## src/rtl/mdio_pkg.sv

```systemverilog
`timescale 1ns/1ps
package mdio_pkg;

    // protocol constants of a single management frame
    localparam int ADDR_W      = 5;
    localparam int DATA_W      = 16;
    localparam int PRE_SLOTS   = 32;
    localparam int HDR_BITS    = 4 + 2 * ADDR_W;
    localparam int TA_SLOTS    = 2;
    localparam int FLUSH_SLOTS = 32;
    localparam int IDX_W       = 6;

    // frame segments, in transmit order
    typedef enum logic [2:0] {
        SEG_PRE,
        SEG_HDR,
        SEG_TA,
        SEG_DATA,
        SEG_TAIL,
        SEG_FLUSH
    } seg_e;

    typedef struct packed {
        logic              rd;
        logic [ADDR_W-1:0] phy;
        logic [ADDR_W-1:0] regn;
        logic [DATA_W-1:0] wdata;
    } mdio_req_t;

    typedef struct packed {
        logic mdc;
        logic oe;
        logic dout;
    } pad_drive_t;

    // start pair, direction pair, PHY address, register address; MSB goes first
    function automatic logic [HDR_BITS-1:0] frame_header(input mdio_req_t q);
        logic [1:0] dir;
        dir = q.rd ? 2'b10 : 2'b01;
        return {2'b01, dir, q.phy, q.regn};
    endfunction

endpackage

```

## src/rtl/mdio_half_timer.sv

```systemverilog
`timescale 1ns/1ps
module mdio_half_timer #(
    parameter int DIV = 2
) (
    input  logic clk,
    input  logic rst,
    input  logic run,
    output logic half_end
);
    localparam int CW = (DIV > 1) ? $clog2(DIV) : 1;
    localparam logic [CW-1:0] LAST = CW'(DIV - 1);

    logic [CW-1:0] cnt_q;

    always_ff @(posedge clk) begin
        if (rst || !run) begin
            cnt_q <= '0;
        end else if (cnt_q == LAST) begin
            cnt_q <= '0;
        end else begin
            cnt_q <= cnt_q + 1'b1;
        end
    end

    assign half_end = run && (cnt_q == LAST);

endmodule

```

## src/rtl/mdio_rx_shift.sv

```systemverilog
`timescale 1ns/1ps
module mdio_rx_shift #(
    parameter int W = 16
) (
    input  logic         clk,
    input  logic         rst,
    input  logic         clr,
    input  logic         shift,
    input  logic         din,
    output logic [W-1:0] q
);
    always_ff @(posedge clk) begin
        if (rst || clr) begin
            q <= '0;
        end else if (shift) begin
            q <= {q[W-2:0], din};
        end
    end
endmodule

```

## src/rtl/mdio_frame_ctrl.sv

```systemverilog
`timescale 1ns/1ps
module mdio_frame_ctrl
    import mdio_pkg::*;
(
    input  logic              clk,
    input  logic              rst,
    input  logic              start,
    input  mdio_req_t         req,
    input  logic              half_end,
    input  logic              din,
    input  logic [DATA_W-1:0] cap_q,
    output logic              cap_clr,
    output logic              cap_shift,
    output logic              busy,
    output logic              done,
    output logic              err,
    output logic [DATA_W-1:0] rd_data,
    output pad_drive_t        pad
);
    localparam logic [IDX_W-1:0] PRE_LAST   = IDX_W'(PRE_SLOTS - 1);
    localparam logic [IDX_W-1:0] HDR_LAST   = IDX_W'(HDR_BITS - 1);
    localparam logic [IDX_W-1:0] TA_LAST    = IDX_W'(TA_SLOTS - 1);
    localparam logic [IDX_W-1:0] DATA_LAST  = IDX_W'(DATA_W - 1);
    localparam logic [IDX_W-1:0] FLUSH_LAST = IDX_W'(FLUSH_SLOTS - 1);

    logic                busy_q, half_q, rd_q, done_q, err_q;
    seg_e                seg_q, seg_n;
    logic [IDX_W-1:0]    idx_q, idx_n;
    logic [HDR_BITS-1:0] hdr_sr;
    logic [DATA_W-1:0]   wd_sr, rdata_q;
    logic                fin, fin_err, shift_hdr, shift_wd, cap_in_slot;
    logic                slot_end;

    assign slot_end = busy_q && half_end && half_q;

    // what happens when the current bit slot closes
    always_comb begin
        seg_n       = seg_q;
        idx_n       = idx_q + 1'b1;
        fin         = 1'b0;
        fin_err     = 1'b0;
        shift_hdr   = 1'b0;
        shift_wd    = 1'b0;
        cap_in_slot = 1'b0;
        unique case (seg_q)
            SEG_PRE: begin
                if (idx_q == PRE_LAST) begin
                    seg_n = SEG_HDR;
                    idx_n = '0;
                end
            end
            SEG_HDR: begin
                shift_hdr = 1'b1;
                if (idx_q == HDR_LAST) begin
                    seg_n = SEG_TA;
                    idx_n = '0;
                end
            end
            SEG_TA: begin
                if (rd_q) begin
                    idx_n = '0;
                    seg_n = din ? SEG_FLUSH : SEG_DATA;
                end else if (idx_q == TA_LAST) begin
                    seg_n = SEG_DATA;
                    idx_n = '0;
                end
            end
            SEG_DATA: begin
                cap_in_slot = rd_q;
                shift_wd    = !rd_q;
                if (idx_q == DATA_LAST) begin
                    seg_n = SEG_TAIL;
                    idx_n = '0;
                end
            end
            SEG_TAIL: begin
                fin = 1'b1;
            end
            SEG_FLUSH: begin
                if (idx_q == FLUSH_LAST) begin
                    fin     = 1'b1;
                    fin_err = 1'b1;
                end
            end
            default: begin
                fin = 1'b1;
            end
        endcase
    end

    assign cap_clr   = start && !busy_q;
    assign cap_shift = slot_end && cap_in_slot;

    always_ff @(posedge clk) begin
        if (rst) begin
            busy_q  <= 1'b0;
            half_q  <= 1'b0;
            rd_q    <= 1'b0;
            done_q  <= 1'b0;
            err_q   <= 1'b0;
            seg_q   <= SEG_PRE;
            idx_q   <= '0;
            hdr_sr  <= '0;
            wd_sr   <= '0;
            rdata_q <= '0;
        end else begin
            done_q <= 1'b0;
            if (!busy_q) begin
                if (start) begin
                    busy_q <= 1'b1;
                    half_q <= 1'b0;
                    seg_q  <= SEG_PRE;
                    idx_q  <= '0;
                    rd_q   <= req.rd;
                    hdr_sr <= frame_header(req);
                    wd_sr  <= req.wdata;
                    err_q  <= 1'b0;
                end
            end else if (half_end) begin
                if (!half_q) begin
                    half_q <= 1'b1;
                end else begin
                    half_q <= 1'b0;
                    if (shift_hdr) hdr_sr <= {hdr_sr[HDR_BITS-2:0], 1'b0};
                    if (shift_wd)  wd_sr  <= {wd_sr[DATA_W-2:0], 1'b0};
                    if (fin) begin
                        busy_q <= 1'b0;
                        done_q <= 1'b1;
                        if (rd_q) begin
                            rdata_q <= fin_err ? '1 : cap_q;
                            err_q   <= fin_err;
                        end
                    end else begin
                        seg_q <= seg_n;
                        idx_q <= idx_n;
                    end
                end
            end
        end
    end

    // pad drive decoded from the slot state; the line is released as 1
    always_comb begin
        pad.mdc  = !busy_q || half_q;
        pad.oe   = 1'b0;
        pad.dout = 1'b1;
        if (busy_q) begin
            unique case (seg_q)
                SEG_PRE: begin
                    pad.oe = 1'b1;
                end
                SEG_HDR: begin
                    pad.oe   = 1'b1;
                    pad.dout = hdr_sr[HDR_BITS-1];
                end
                SEG_TA: begin
                    pad.oe   = !rd_q;
                    pad.dout = rd_q || (idx_q == '0);
                end
                SEG_DATA: begin
                    pad.oe   = !rd_q;
                    pad.dout = rd_q || wd_sr[DATA_W-1];
                end
                default: begin
                    pad.oe = 1'b0;
                end
            endcase
        end
    end

    assign busy    = busy_q;
    assign done    = done_q;
    assign err     = err_q;
    assign rd_data = rdata_q;

endmodule

```

## src/rtl/mdio_master.sv

```systemverilog
`timescale 1ns/1ps
module mdio_master #(
    parameter int DIV = 4
) (
    input  logic        clk,
    input  logic        rst,
    input  logic        start,
    input  logic        op_read,
    input  logic [4:0]  phy_addr,
    input  logic [4:0]  reg_addr,
    input  logic [15:0] wr_data,
    output logic        busy,
    output logic        done,
    output logic [15:0] rd_data,
    output logic        err,
    output logic        mdc,
    output logic        mdio_o,
    output logic        mdio_oe,
    input  logic        mdio_i
);
    import mdio_pkg::*;

    mdio_req_t         req;
    pad_drive_t        pad;
    logic              half_end, cap_clr, cap_shift;
    logic [DATA_W-1:0] cap_q;

    assign req = '{rd: op_read, phy: phy_addr, regn: reg_addr, wdata: wr_data};

    mdio_half_timer #(.DIV(DIV)) u_timer (
        .clk      (clk),
        .rst      (rst),
        .run      (busy),
        .half_end (half_end)
    );

    mdio_rx_shift #(.W(DATA_W)) u_rx (
        .clk   (clk),
        .rst   (rst),
        .clr   (cap_clr),
        .shift (cap_shift),
        .din   (mdio_i),
        .q     (cap_q)
    );

    mdio_frame_ctrl u_ctrl (
        .clk       (clk),
        .rst       (rst),
        .start     (start),
        .req       (req),
        .half_end  (half_end),
        .din       (mdio_i),
        .cap_q     (cap_q),
        .cap_clr   (cap_clr),
        .cap_shift (cap_shift),
        .busy      (busy),
        .done      (done),
        .err       (err),
        .rd_data   (rd_data),
        .pad       (pad)
    );

    assign mdc     = pad.mdc;
    assign mdio_o  = pad.dout;
    assign mdio_oe = pad.oe;

endmodule

```

## config.mk

```make
export PLATFORM = sky130hd
export DESIGN_NAME = mdio_master
export DESIGN_NICKNAME = d
export VERILOG_FILES = /design/src/rtl/mdio_pkg.sv /design/src/rtl/mdio_half_timer.sv /design/src/rtl/mdio_rx_shift.sv /design/src/rtl/mdio_frame_ctrl.sv /design/src/rtl/mdio_master.sv
export SDC_FILE = /design/constraint.sdc
export NUM_CORES = 1
export LEC_CHECK = 0
export ABC_AREA = 1
export BUFFER_PORTS_ARGS = -buffer_cell sky130_fd_sc_hd__buf_2
export CORE_UTILIZATION = 50
export DETAILED_ROUTE_END_ITERATION = 8
export GPL_ROUTABILITY_DRIVEN = 1
export MAX_ROUTING_LAYER = met4
export PLACE_DENSITY = 0.81
export SETUP_SLACK_MARGIN = 0.4
export SLEW_MARGIN = 10
export SYNTH_ARGS = -nofsm -noshare
export SYNTH_HDL_FRONTEND = slang
export SYNTH_SLANG_ARGS = --single-unit
```

## constraint.sdc

```tcl
create_clock -name clk -period 1.91 [get_ports clk]
set_input_delay 0.4775 -clock clk [delete_from_list [all_inputs] [get_ports clk]]
set_output_delay 0.4775 -clock clk [all_outputs]
set_load 0.05 [all_outputs]
```

==> qor.yml <==
status: "finished with violations"
failed_checks: "negative setup slack"
drc: 0
fp.dieW_um: 86.5
routed_via_density: 6.31
synth_cells: 509
fin_skew_ns: 0.0117
cts_sinks: 78
syn_nets: 544
cp-end-kind: "output port"
drive_gt1_share_pct: 44.4
worstMarginPinSlew_ns: 0.549
grt-ovfl-total: 0
fin_crit_sh_pct: 102
fmax_mhz: 512
power_switching_mw: 1.30
cts_max_path_buffers: 2
design_area_mm2: 0.00559
max-vdd-ir-drop_v: 0.000979
worstPathRequired_ns: 1.43
swShare_pct: 33.0
yosysWarnings: 0
hold_path_class: "in -> reg"
rows: 30
setup_ws_ns: -0.0412
grt_pass1_wl_um: 17800
final_hold_viol_count: 0
power_frac_seq_pct: 45.2
root_buffer: "clkbuf_8"
cellLeakagePower_nw: 2.39
chipHeight_um: 86.5
grt_max_degree: 41
timing.final.crit_period_ns: 1.95
maxCapViolations: 0
place_area_mm2: 0.00402
drt_wl_total_um: 14600
p_int_mw: 2.64
cts_made_buffers: 9
max_slew_margin_pct: 63.1
numPortBuffers: 52
layout_common_cells: "nand2_1, dfxtp_1, nor2_1"
critPathLaunchType: "flop"
cp.arrival_ns: 1.47
syn_area_per_cell_um2: 7.02
critPathMaxFanout: 3
nets: 645
cts_tree: "done"
grt.total_usage_pct: 31.7
clk-insertion-delay-late_ns: 0.38
dieArea_mm2: 0.00748
power_frac_comb_pct: 22.1
pwr-share-clk_pct: 32.7
firstDrtPassIters: 7
setup_viol: 4
antenna_cells: 0
critical_path_class: "reg -> out"
antenna_found_initial: 0
ant_nets: 0
syn2layout_area_growth_pct: 56.4
final_util_pct: 81.8
globalplace.congestion: 0.895
p_per_area_mw_per_mm2: 706
start_util_pct: 52.3
cts.clk_slew.worst_paths_ns: 0.09
layout_commonest_cell: "nand2_1"
core_area_mm2: 0.00683
drt_iter0_drc: 561
first_global_vias: 3837
routedWlPerCell_um: 20.5
synth_seq_cells: 78
synth.distinct_cells: 31
yosysSeqAreaShare_pct: 43.7
syn_area_mm2: 0.00357
io_pins: 53
rsz0062_at_grt: "yes"
hpwl_um: 5620
final_max_slew_viol_count: 0
via_count: 4483
htree_num_levels: 3
[stage by stage]
step / TNS, ns / total power, mW / hold WS [ns] / setup WS, ns / std cells
floorplan: 0 / 2.18 / 0.398 / 0.108 / 509
global placement: 0 / 2.28 / 0.406 / 0.123 / 643
detailed placement: 0 / 2.30 / 0.412 / 0.0906 / 643
CTS: -0.00962 / 3.66 / 0.347 / -0.00962 / 691
global route: -0.587 / 4.07 / 0.353 / -0.0879 / 711
finish: -0.100 / 3.95 / 0.361 / -0.0412 / 711
[Yosys cell counts]
cell type  count  area (um^2)
a21oi_1       21          105
o21ai_0       49          245
xor2_1         1         8.76
buf_4          3         22.5
a31oi_1        9         56.3
nor2_1        83          312
o21ai_1        1         5.00
inv_1         23         86.3
nor2_4         1         11.3
a21oi_4        1         16.3
clkbuf_1      14         52.6
nor3_1        37          185
nand2_1      114          428
dfxtp_1       78         1560
inv_2          4         15.0
nor4_1        16          100
clkinv_1       1         3.75
buf_6          2         22.5
ha_1           4         50.1
a221oi_1       1         8.76
nand3_4        1         17.5
buf_2          6         30.0
nand3_1       21          105
nor2_2         3         18.8
nand2_2        5         31.3
o21bai_1       1         7.51
clkinv_2       1         5.00
nand2_4        1         11.3
nor3_4         1         16.3
nand4_1        4         25.0
buf_1          2         7.51
[logic make-up after synthesis]
| group | synth area share (%) |
|---|---|
| adder cells (fa/ha/maj) | 1.40 |
| XOR/XNOR | 0.245 |
| AO/OA/AOI/OAI | 12.4 |
| buffers and inverters | 6.87 |
| AND/OR/NAND/NOR | 35.3 |
| flip-flops | 43.7 |
[worst max-delay path, stage by stage, from the launching register on]
cell and delay [ns]:
dfxtp_4 0.37, inv_4 0.07, ha_4 0.14, nand3_4 0.07
o21ai_2 0.11, nand2_1 0.06, nand4_1 0.10, buf_6 0.17
[power groups by stage]
stage               Clock, mW  Sequential, mW  Combinational, mW
finish                   1.29            1.78              0.871
global route             1.36            1.79              0.919
CTS                      1.26            1.76              0.642
detailed placement          0            1.81              0.490
global placement            0            1.80              0.476
floorplan                   0            1.79              0.390
[per-layer routing]
| metal | GRT usage (%) | vias to the layer above | wire length [um] |
|---|---|---|---|
| met5 | - | - | 0 |
| met1 | 35.6 | 2105 | 5410 |
| met2 | 52.7 | 359 | 6660 |
| met4 | 17.1 | 0 | 1190 |
| li1 | - | 1891 | - |
| met3 | 6.86 | 128 | 1310 |
[path summary, 6_finish.rpt]
kind / start / to / slack (ns) / depth (start not counted)
max: u_ctrl.idx_q[0] / mdio_o / -0.04 / 7
min: phy_addr[1] / u_ctrl.hdr_sr[6] / 0.36 / 3
max reg2reg: u_ctrl.idx_q[1] / u_ctrl.rd_data[1] / -0.04 / 12
min reg2reg: u_timer.cnt_q[0] / u_timer.cnt_q[0] / 0.40 / 1
[area by class of cell]
| type | instances | area [um^2] |
|---|---|---|
| clock inverters | 7 | 73.8 |
| repair inverters | 3 | 31.3 |
| repair buffers | 114 | 1000 |
| clock buffers | 9 | 124 |
| inverters | 29 | 156 |
| multi-input cells | 375 | 2490 |
| flip-flops and latches | 78 | 1590 |
| well taps | 96 | 120 |
| fillers | 353 | 1240 |
[repair_timing]
item	in CTS	in global routing
gates resized for setup	98	150
setup endpoints to repair	75	78
gates cloned	4	3
hold buffers	0	0
pin swaps	31	24
setup buffers	28	17
[registers in the layout, indices dropped and copies added (netlist names)]
| name | count |
|---|---|
| u_timer.cnt_q | 2 |
| u_ctrl.rd_data | 16 |
| u_ctrl.half_q | 1 |
| u_ctrl.err | 1 |
| u_ctrl.idx_q | 6 |
| u_ctrl.wd_sr | 16 |
| u_ctrl.busy | 1 |
| u_ctrl.hdr_sr | 14 |
| u_ctrl.seg_q | 3 |
| u_rx.q | 16 |
| u_ctrl.rd_q | 1 |
| u_ctrl.done | 1 |
No activity file was read; power rests on OpenSTA's default activity.
